[config.mk]
export PLATFORM = sky130hd
export DESIGN_NAME = eeprom_serial_slave
export DESIGN_NICKNAME = d
export VERILOG_FILES = /design/src/rtl/eepr_pkg.sv /design/src/rtl/eepr_scl_edges.sv /design/src/rtl/eepr_wr_timer.sv /design/src/rtl/eepr_page_buf.sv /design/src/rtl/eepr_cell_array.sv /design/src/rtl/eeprom_serial_slave.sv
export SDC_FILE = /design/constraint.sdc
export NUM_CORES = 2
export LEC_CHECK = 0
export BUFFER_PORTS_ARGS = -buffer_cell sky130_fd_sc_hd__buf_2
export CORE_MARGIN = 2
export CORE_UTILIZATION = 45
export CTS_BUF_LIST = sky130_fd_sc_hd__clkbuf_8
export DETAILED_ROUTE_END_ITERATION = 8
export PLACE_DENSITY = 0.63
export SLEW_MARGIN = 20
export SYNTH_ARGS = -nofsm -noshare
export SYNTH_HDL_FRONTEND = slang
export SYNTH_SLANG_ARGS = --single-unit
[constraint.sdc]
create_clock -name clk -period 2.4 [get_ports clk]
set_input_delay 0.48 -clock clk [delete_from_list [all_inputs] [get_ports clk]]
set_output_delay 0.48 -clock clk [all_outputs]
set_load 0.1 [all_outputs]
[src/rtl/eepr_pkg.sv]
package eepr_pkg;
   typedef enum logic [2:0] {
      ST_IDLE, ST_DEV, ST_ADDR, ST_DATA, ST_ACK, ST_READ, ST_RACK, ST_WAIT
   } link_st_t;
endpackage

[src/rtl/eepr_scl_edges.sv]
module eepr_scl_edges (
   input  logic clk,
   input  logic rst_n,
   input  logic scl_in,
   output logic rise,
   output logic fall
);
   logic scl_q;
   always_ff @(posedge clk or negedge rst_n) begin
      if (!rst_n) scl_q <= 1'b1;
      else        scl_q <= scl_in;
   end
   assign rise = scl_in & ~scl_q;
   assign fall = ~scl_in & scl_q;
endmodule

[src/rtl/eepr_wr_timer.sv]
module eepr_wr_timer #(
   parameter int CYCLES = 1000
) (
   input  logic clk,
   input  logic rst_n,
   input  logic go,
   output logic busy,
   output logic done
);
   localparam int CW = $clog2(CYCLES + 1);

   if (CYCLES < 1) begin : g_bad_len
      $error("eepr_wr_timer: CYCLES must be at least 1");
   end

   logic [CW-1:0] left;
   always_ff @(posedge clk or negedge rst_n) begin
      if (!rst_n)                  left <= '0;
      else if (go && left == '0)   left <= CW'(CYCLES);
      else if (left != '0)         left <= left - CW'(1);
   end
   assign busy = (left != '0);
   assign done = (left == CW'(1));

   // checker: length of each busy window
   logic [CW:0] seen;
   always_ff @(posedge clk or negedge rst_n) begin
      if (!rst_n)     seen <= '0;
      else if (!busy) seen <= '0;
      else            seen <= seen + (CW+1)'(1);
   end

   busy_len_chk: assert property (@(posedge clk) disable iff (!rst_n)
      $fell(busy) |-> seen == (CW+1)'(CYCLES));
endmodule

[src/rtl/eepr_page_buf.sv]
module eepr_page_buf #(
   parameter int LANE_W = 3,
   parameter int LANES  = 8
) (
   input  logic               clk,
   input  logic               rst_n,
   input  logic               clr,
   input  logic               wr,
   input  logic [LANE_W-1:0]  lane,
   input  logic [7:0]         wdata,
   output logic [LANES*8-1:0] lane_data,
   output logic [LANES-1:0]   lane_vld
);
   if (LANES != (1 << LANE_W)) begin : g_bad_lanes
      $error("eepr_page_buf: LANES must equal 2**LANE_W");
   end

   for (genvar g = 0; g < LANES; g++) begin : g_lane
      logic [7:0] q;
      logic       v;
      always_ff @(posedge clk or negedge rst_n) begin
         if (!rst_n) begin
            q <= '0;
            v <= 1'b0;
         end else if (clr) begin
            v <= 1'b0;
         end else if (wr && lane == LANE_W'(g)) begin
            q <= wdata;
            v <= 1'b1;
         end
      end
      assign lane_data[g*8 +: 8] = q;
      assign lane_vld[g]         = v;
   end
endmodule

[src/rtl/eepr_cell_array.sv]
module eepr_cell_array #(
   parameter int ADDR_W = 8,
   parameter int PAGE_W = 3
) (
   input  logic                        clk,
   input  logic                        rst_n,
   input  logic [(1<<PAGE_W)-1:0]      we,
   input  logic [ADDR_W-PAGE_W-1:0]    row,
   input  logic [(1<<PAGE_W)*8-1:0]    wdata,
   input  logic [ADDR_W-1:0]           raddr,
   output logic [7:0]                  rdata
);
   localparam int DEPTH = 1 << ADDR_W;
   localparam int LANES = 1 << PAGE_W;

   logic [7:0] mem [DEPTH];

   always_ff @(posedge clk or negedge rst_n) begin
      if (!rst_n) begin
         for (int a = 0; a < DEPTH; a++) mem[ADDR_W'(a)] <= 8'hFF;
      end else begin
         for (int l = 0; l < LANES; l++)
            if (we[l]) mem[{row, PAGE_W'(l)}] <= wdata[l*8 +: 8];
      end
   end
   assign rdata = mem[raddr];
endmodule

[src/rtl/eeprom_serial_slave.sv]
module eeprom_serial_slave
   import eepr_pkg::*;
#(
   parameter int         ADDR_W    = 8,
   parameter int         PAGE_W    = 3,
   parameter int         WR_CYCLES = 1000,
   parameter logic [3:0] DEV_CODE  = 4'b1010
) (
   input  logic       clk,
   input  logic       rst_n,
   input  logic       scl_in,
   input  logic       sda_in,
   input  logic       start_pulse,
   input  logic       stop_pulse,
   input  logic [2:0] addr_pins,
   input  logic       wp_in,
   output logic       sda_pull
);
   localparam int LANES = 1 << PAGE_W;
   localparam int ROW_W = ADDR_W - PAGE_W;

   if (ADDR_W > 8 || PAGE_W < 1 || PAGE_W >= ADDR_W) begin : g_bad_cfg
      $error("eeprom_serial_slave: need 1 <= PAGE_W < ADDR_W <= 8");
   end

   link_st_t            state, nxt;
   logic [3:0]          cnt;
   logic [7:0]          sr, osr;
   logic [ADDR_W-1:0]   ptr;
   logic                has_data, cont;
   logic                scl_rise, scl_fall, wr_busy, wr_done, wr_go;
   logic                fall_ok, byte_done, dev_hit, buf_clr, buf_wr;
   logic [LANES*8-1:0]  lane_data;
   logic [LANES-1:0]    lane_vld, we_lanes;
   logic [7:0]          rd_data;

   eepr_scl_edges u_edges (.clk, .rst_n, .scl_in, .rise(scl_rise), .fall(scl_fall));

   eepr_wr_timer #(.CYCLES(WR_CYCLES)) u_timer (
      .clk, .rst_n, .go(wr_go), .busy(wr_busy), .done(wr_done));

   eepr_page_buf #(.LANE_W(PAGE_W), .LANES(LANES)) u_buf (
      .clk, .rst_n, .clr(buf_clr), .wr(buf_wr), .lane(ptr[PAGE_W-1:0]),
      .wdata(sr), .lane_data, .lane_vld);

   eepr_cell_array #(.ADDR_W(ADDR_W), .PAGE_W(PAGE_W)) u_array (
      .clk, .rst_n, .we(we_lanes), .row(ptr[ADDR_W-1:PAGE_W]),
      .wdata(lane_data), .raddr(ptr), .rdata(rd_data));

   assign fall_ok   = scl_fall & ~wr_busy & ~start_pulse & ~stop_pulse;
   assign byte_done = (cnt == 4'd8);
   assign dev_hit   = (sr[7:4] == DEV_CODE) && (sr[3:1] == addr_pins);
   assign buf_clr   = fall_ok && state == ST_ADDR && byte_done;
   assign buf_wr    = fall_ok && state == ST_DATA && byte_done && !wp_in;
   assign wr_go     = stop_pulse && !wr_busy && state == ST_DATA
                      && cnt <= 4'd1 && has_data;
   assign we_lanes  = lane_vld & {LANES{wr_done}};

   always_ff @(posedge clk or negedge rst_n) begin
      if (!rst_n) begin
         state <= ST_IDLE;  nxt <= ST_IDLE;  cnt <= '0;
         sr <= '0;  osr <= '0;  ptr <= '0;
         has_data <= 1'b0;  cont <= 1'b0;  sda_pull <= 1'b0;
      end else if (wr_busy) begin
         state <= ST_IDLE;  sda_pull <= 1'b0;
      end else if (start_pulse) begin
         state <= ST_DEV;  cnt <= '0;  has_data <= 1'b0;  sda_pull <= 1'b0;
      end else if (stop_pulse) begin
         state <= ST_IDLE; cnt <= '0;  has_data <= 1'b0;  sda_pull <= 1'b0;
      end else if (scl_rise) begin
         if ((state == ST_DEV || state == ST_ADDR || state == ST_DATA) && cnt < 4'd8) begin
            sr  <= {sr[6:0], sda_in};
            cnt <= cnt + 4'd1;
         end else if (state == ST_RACK) begin
            cont <= ~sda_in;
         end
      end else if (scl_fall) begin
         case (state)
            ST_DEV: if (byte_done) begin
               cnt <= '0;
               if (dev_hit) begin
                  sda_pull <= 1'b1;  state <= ST_ACK;
                  nxt <= sr[0] ? ST_READ : ST_ADDR;
               end else state <= ST_WAIT;
            end
            ST_ADDR: if (byte_done) begin
               cnt <= '0;  ptr <= sr[ADDR_W-1:0];
               sda_pull <= 1'b1;  state <= ST_ACK;  nxt <= ST_DATA;
            end
            ST_DATA: if (byte_done) begin
               cnt <= '0;
               if (!wp_in) begin
                  ptr <= {ptr[ADDR_W-1:PAGE_W], ptr[PAGE_W-1:0] + PAGE_W'(1)};
                  has_data <= 1'b1;  sda_pull <= 1'b1;
                  state <= ST_ACK;  nxt <= ST_DATA;
               end else state <= ST_WAIT;
            end
            ST_ACK: begin
               cnt <= '0;  state <= nxt;
               if (nxt == ST_READ) begin
                  osr <= rd_data;  sda_pull <= ~rd_data[7];
               end else sda_pull <= 1'b0;
            end
            ST_READ: if (cnt == 4'd7) begin
               sda_pull <= 1'b0;  ptr <= ptr + ADDR_W'(1);  state <= ST_RACK;
            end else begin
               osr <= {osr[6:0], 1'b0};  sda_pull <= ~osr[6];  cnt <= cnt + 4'd1;
            end
            ST_RACK: if (cont) begin
               osr <= rd_data;  sda_pull <= ~rd_data[7];  cnt <= '0;  state <= ST_READ;
            end else state <= ST_WAIT;
            default: ;
         endcase
      end
   end


   sda_pull_edge_chk: assert property (@(posedge clk) disable iff (!rst_n)
      !$stable(sda_pull) |-> $past(scl_fall || start_pulse || stop_pulse));

   idle_release_chk: assert property (@(posedge clk) disable iff (!rst_n)
      (state == ST_IDLE || state == ST_WAIT) |-> !sda_pull);

   busy_quiet_chk: assert property (@(posedge clk) disable iff (!rst_n)
      wr_busy |-> !sda_pull);

   commit_on_stop_chk: assert property (@(posedge clk) disable iff (!rst_n)
      $rose(wr_busy) |-> $past(stop_pulse));
endmodule

==> summary.txt <==
================================================================================
Kind of path behind the tightest hold check .......................       in2reg
Worst relative slew slack .........................................        0.226
Post-place instance area .......................................... 108000 sq um
Worst Path Required ...............................................      3.37 ns
Initial drt markers ...............................................        10.2k
Leading post-synthesis cells by instance count .................... mux2_2 (1124), dfstp_2 (1025), edfxtp_1 (1024), mux4_2 (416), mux2i_1 (224)
CTS Root Cell .....................................................     clkbuf_8
Number of hold violations in the final report .....................            0
Top achievable clock speed ........................................      327 MHz
Maxcap violations .................................................            0
Final-report max-slew violation count .............................            0
Fin area .......................................................... 126000 sq um
Status ............................................................ complete, but fails checks
Width of the chip .................................................       462 um
Per-instance average area after synthesis .........................   16.9 sq um
Number of synthesized register bits ...............................         2167
Clock Tree Buf Depth ..............................................            4
Detailed-route wire length ........................................    381000 um
Static leakage power ..............................................      47.9 nW
Starting Density ..................................................        0.451
YS warnings .......................................................            0
Top layer reached by signal wires .................................         met5
Failing checks .................................................... setup timing
Post-route fraction of the period consumed by the critical path ...         1.27
HPWL after detailed placement .....................................    227000 um
Clock tree from TritonCTS .........................................          yes
Die footprint ..................................................... 213000 sq um
Number of cells in the design after placement .....................         9191
Global-route usage over all layers ................................        0.354
Fin Hold WS .......................................................     0.165 ns
Largest voltage drop on the vdd net ...............................     0.536 mV
Worst-margin pin slew .............................................      1.16 ns
Netlist Area Pre-Place ............................................  94300 sq um
Critical Path AT ..................................................      4.03 ns
Power per cell area ...............................................  569 nW/um^2
Final standard cell count with taps included and fillers excluded .         9984
# clock sinks .....................................................         2167
Amount of wire on met3 after detailed routing .....................     47800 um
Total clock buffers created by CTS ................................          372
Total negative slack ..............................................   -287.14 ns
Num rows ..........................................................          168
WL/cell ...........................................................      38.1 um
Type of the setup path with the least slack .......................      reg2reg
Synthesized Nets ..................................................         5618
Htree depth .......................................................            5
Nets@finish .......................................................         6932
Via density per instance ..........................................         6.46
EDFF count, synth .................................................         1024
Dominant cell by count in the synthesized netlist .................       mux2_2
Routed length on met2 .............................................    166000 um
Proportion of layout cells with a drive suffix above 1 ............        0.679
Antenna violations before repair ..................................           31
Overflow left after global routing ................................            0
Detailed-route wire length on metal 1 .............................    143000 um
Detailed-router iteration count before antenna repair .............            6
Boundary pin count ................................................           11
Portion of the post-synthesis area used by sequential elements ....        0.643
Syn Inst Count ....................................................         5592
Final Power .......................................................      71.4 mW
Final weighted congestion in routability-driven placement .........        0.974
ANT nets after route ..............................................            0
Vias ..............................................................        64.5k
Layout overhead on the synthesized area ...........................        33.1%
Setup violations, final ...........................................         2164
Residual DRC count ................................................            0
Die Ht ............................................................       462 um
Maximum clock skew at final layout ................................     0.108 ns
Clk pin slew, worst setup/hold paths ..............................      0.06 ns
Endpoint type of the worst setup path .............................     register
Critical Path Source Type .........................................     register
Leading post-synthesis cells by cell area ......................... edfxtp_1 (33%), dfstp_2 (29%), mux2_2 (13%)
Main flop type after synthesis ....................................      dfstp_2
Time the final worst path needs with I/O delays and setup .........      3.05 ns
Area share of the largest cell type after synthesis ...............        0.326
Number of unique standard cell types used by synthesis ............           81
Share of synthesized registers carrying an async set or reset .....        0.527
Pin count of the biggest net entering global routing ..............          172
Largest area contributor in the netlist ...........................     edfxtp_1
Clk Latency, worst-skew pair ......................................      1.12 ns
First-pass GRT wire length ........................................    522000 um
Placeable core area ............................................... 209000 sq um
Crit-path max FO ..................................................            7
RSZ-0062 raised after global routing ..............................          yes
Worst path setup slack after routing ..............................    -0.655 ns
Via count of the first global-routing pass ........................        64.0k
Count of input and output buffers .................................           10
================================================================================
==> per-layer routing <==
| layer | vias to the layer above | global-route usage |
|---|---|---|
| li1 | 24299 | - |
| met1 | 34086 | 0.483 |
| met2 | 5034 | 0.518 |
| met3 | 1095 | 0.0978 |
| met4 | 8 | 0.182 |
| met5 | - | 0 |
==> stage by stage <==
| step | worst slack, ns | util |
|---|---|---|
| floorplan | -0.180 | - |
| global placement | -1.46 | 0.518 |
| detailed placement | -1.08 | 0.518 |
| CTS | -0.595 | 0.589 |
| global route | -0.656 | 0.601 |
| finish | -0.655 | 0.601 |
==> worst max-delay path, cell delays in order (launching register included) <==
cell and delay (ns):
dfrtp_4 0.48, buf_8 0.20, buf_16 0.17, buf_4 0.20, buf_4 0.19, mux4_2 0.53, o2111ai_1 0.22, a21oi_1 0.17
o21ai_2 0.21, buf_4 0.17, nand3_2 0.12, o31ai_2 0.28
==> registers in the layout (all words and copies together) (netlist names), 3 cells and up <==
signal          flops
u_timer.left       10
ptr                 8
state               3
u_buf.g_lane.v      8
osr                 7
sr                  8
u_array.mem      2048
u_buf.g_lane.q     64
cnt                 4
nxt                 3
==> final timing paths <==
path	end	start	cells past startpoint	slack (ns)
setup / recovery	sda_pull$_DFFE_PN0P_	ptr[0]$_DFFE_PN0P_	11	-0.65
hold / removal	u_edges.scl_q$_DFF_PN1_	scl_in	3	0.16
setup reg to reg	sda_pull$_DFFE_PN0P_	ptr[0]$_DFFE_PN0P_	11	-0.65
hold reg to reg	nxt[1]$_DFFE_PN0P_	nxt[1]$_DFFE_PN0P_	1	0.55
max in group asynchronous	u_array.mem[1219]$_DFFE_PN1P_	rst_n	4	0.94
min in group asynchronous	u_buf.g_lane[5].q[7]$_DFFE_PN0P_	rst_n	3	0.36
==> layout by cell type (no fill, tap or decap), types with 51 or more instances in the layout <==
cell type	netlist	routed
dfstp_2	1025	1025
edfxtp_1	1024	1024
mux2_4	0	990
buf_4	48	550
clkbuf_8	0	430
mux4_2	416	416
buf_6	10	329
buf_12	0	286
nor2_4	0	274
mux2i_1	224	209
inv_1	14	154
mux2_2	1124	134
nand2_1	137	124
a22oi_1	112	98
and2_1	135	84
a21oi_1	86	80
nor2_1	213	64
dfrtp_2	0	60
buf_8	0	55
nand3_1	58	52
o21ai_0	69	51
==> report_power, final <==
group / leakage, nW / internal [mW] / switching [mW]
Clock: 4.08 / 16.8 / 15.4
Sequential: 24.0 / 38.7 / 0.000913
Combinational: 19.9 / 0.0580 / 0.415
==> repair_timing <==
| action | 4_1_cts | 5_1_grt |
|---|---|---|
| setup endpoints to repair | 1621 | 2240 |
| hold buffers | 8 | 0 |
| gates cloned | 16 | 4 |
| setup buffers | 78 | 63 |
| gates resized for setup | 1613 | 537 |
| pin swaps | 196 | 121 |
| endpoints found under the hold margin | 152 | 0 |
==> cell families (layout without fill, tap and decap cells) <==
family / Yosys count / in the layout / share of synthesized area
simple gates: 806 / 806 / 0.0444
buf+inv: 354 / 1929 / 0.0177
mux: 1764 / 1764 / 0.257
fa+ha+maj: 16 / 16 / 0.00212
other cells: 0 / 12 / 0
xor+xnor: 5 / 5 / 0.000464
compound gates: 480 / 480 / 0.0348
flops: 2167 / 2167 / 0.643
==> cell type report <==
| class | instances | area (sq um) |
|---|---|---|
| Clock inverter | 205 | 993 |
| Clock buffer | 430 | 5920 |
| Antenna cell | 12 | 30.0 |
| Timing Repair Buffer | 1277 | 15600 |
| Sequential cell | 2167 | 60700 |
| Inverter | 17 | 73.8 |
| Fill cell | 15259 | 83400 |
| Multi-Input combinational cell | 3071 | 38600 |
| Tap cell | 2805 | 3510 |
No activity file was read; power rests on OpenSTA's default activity.
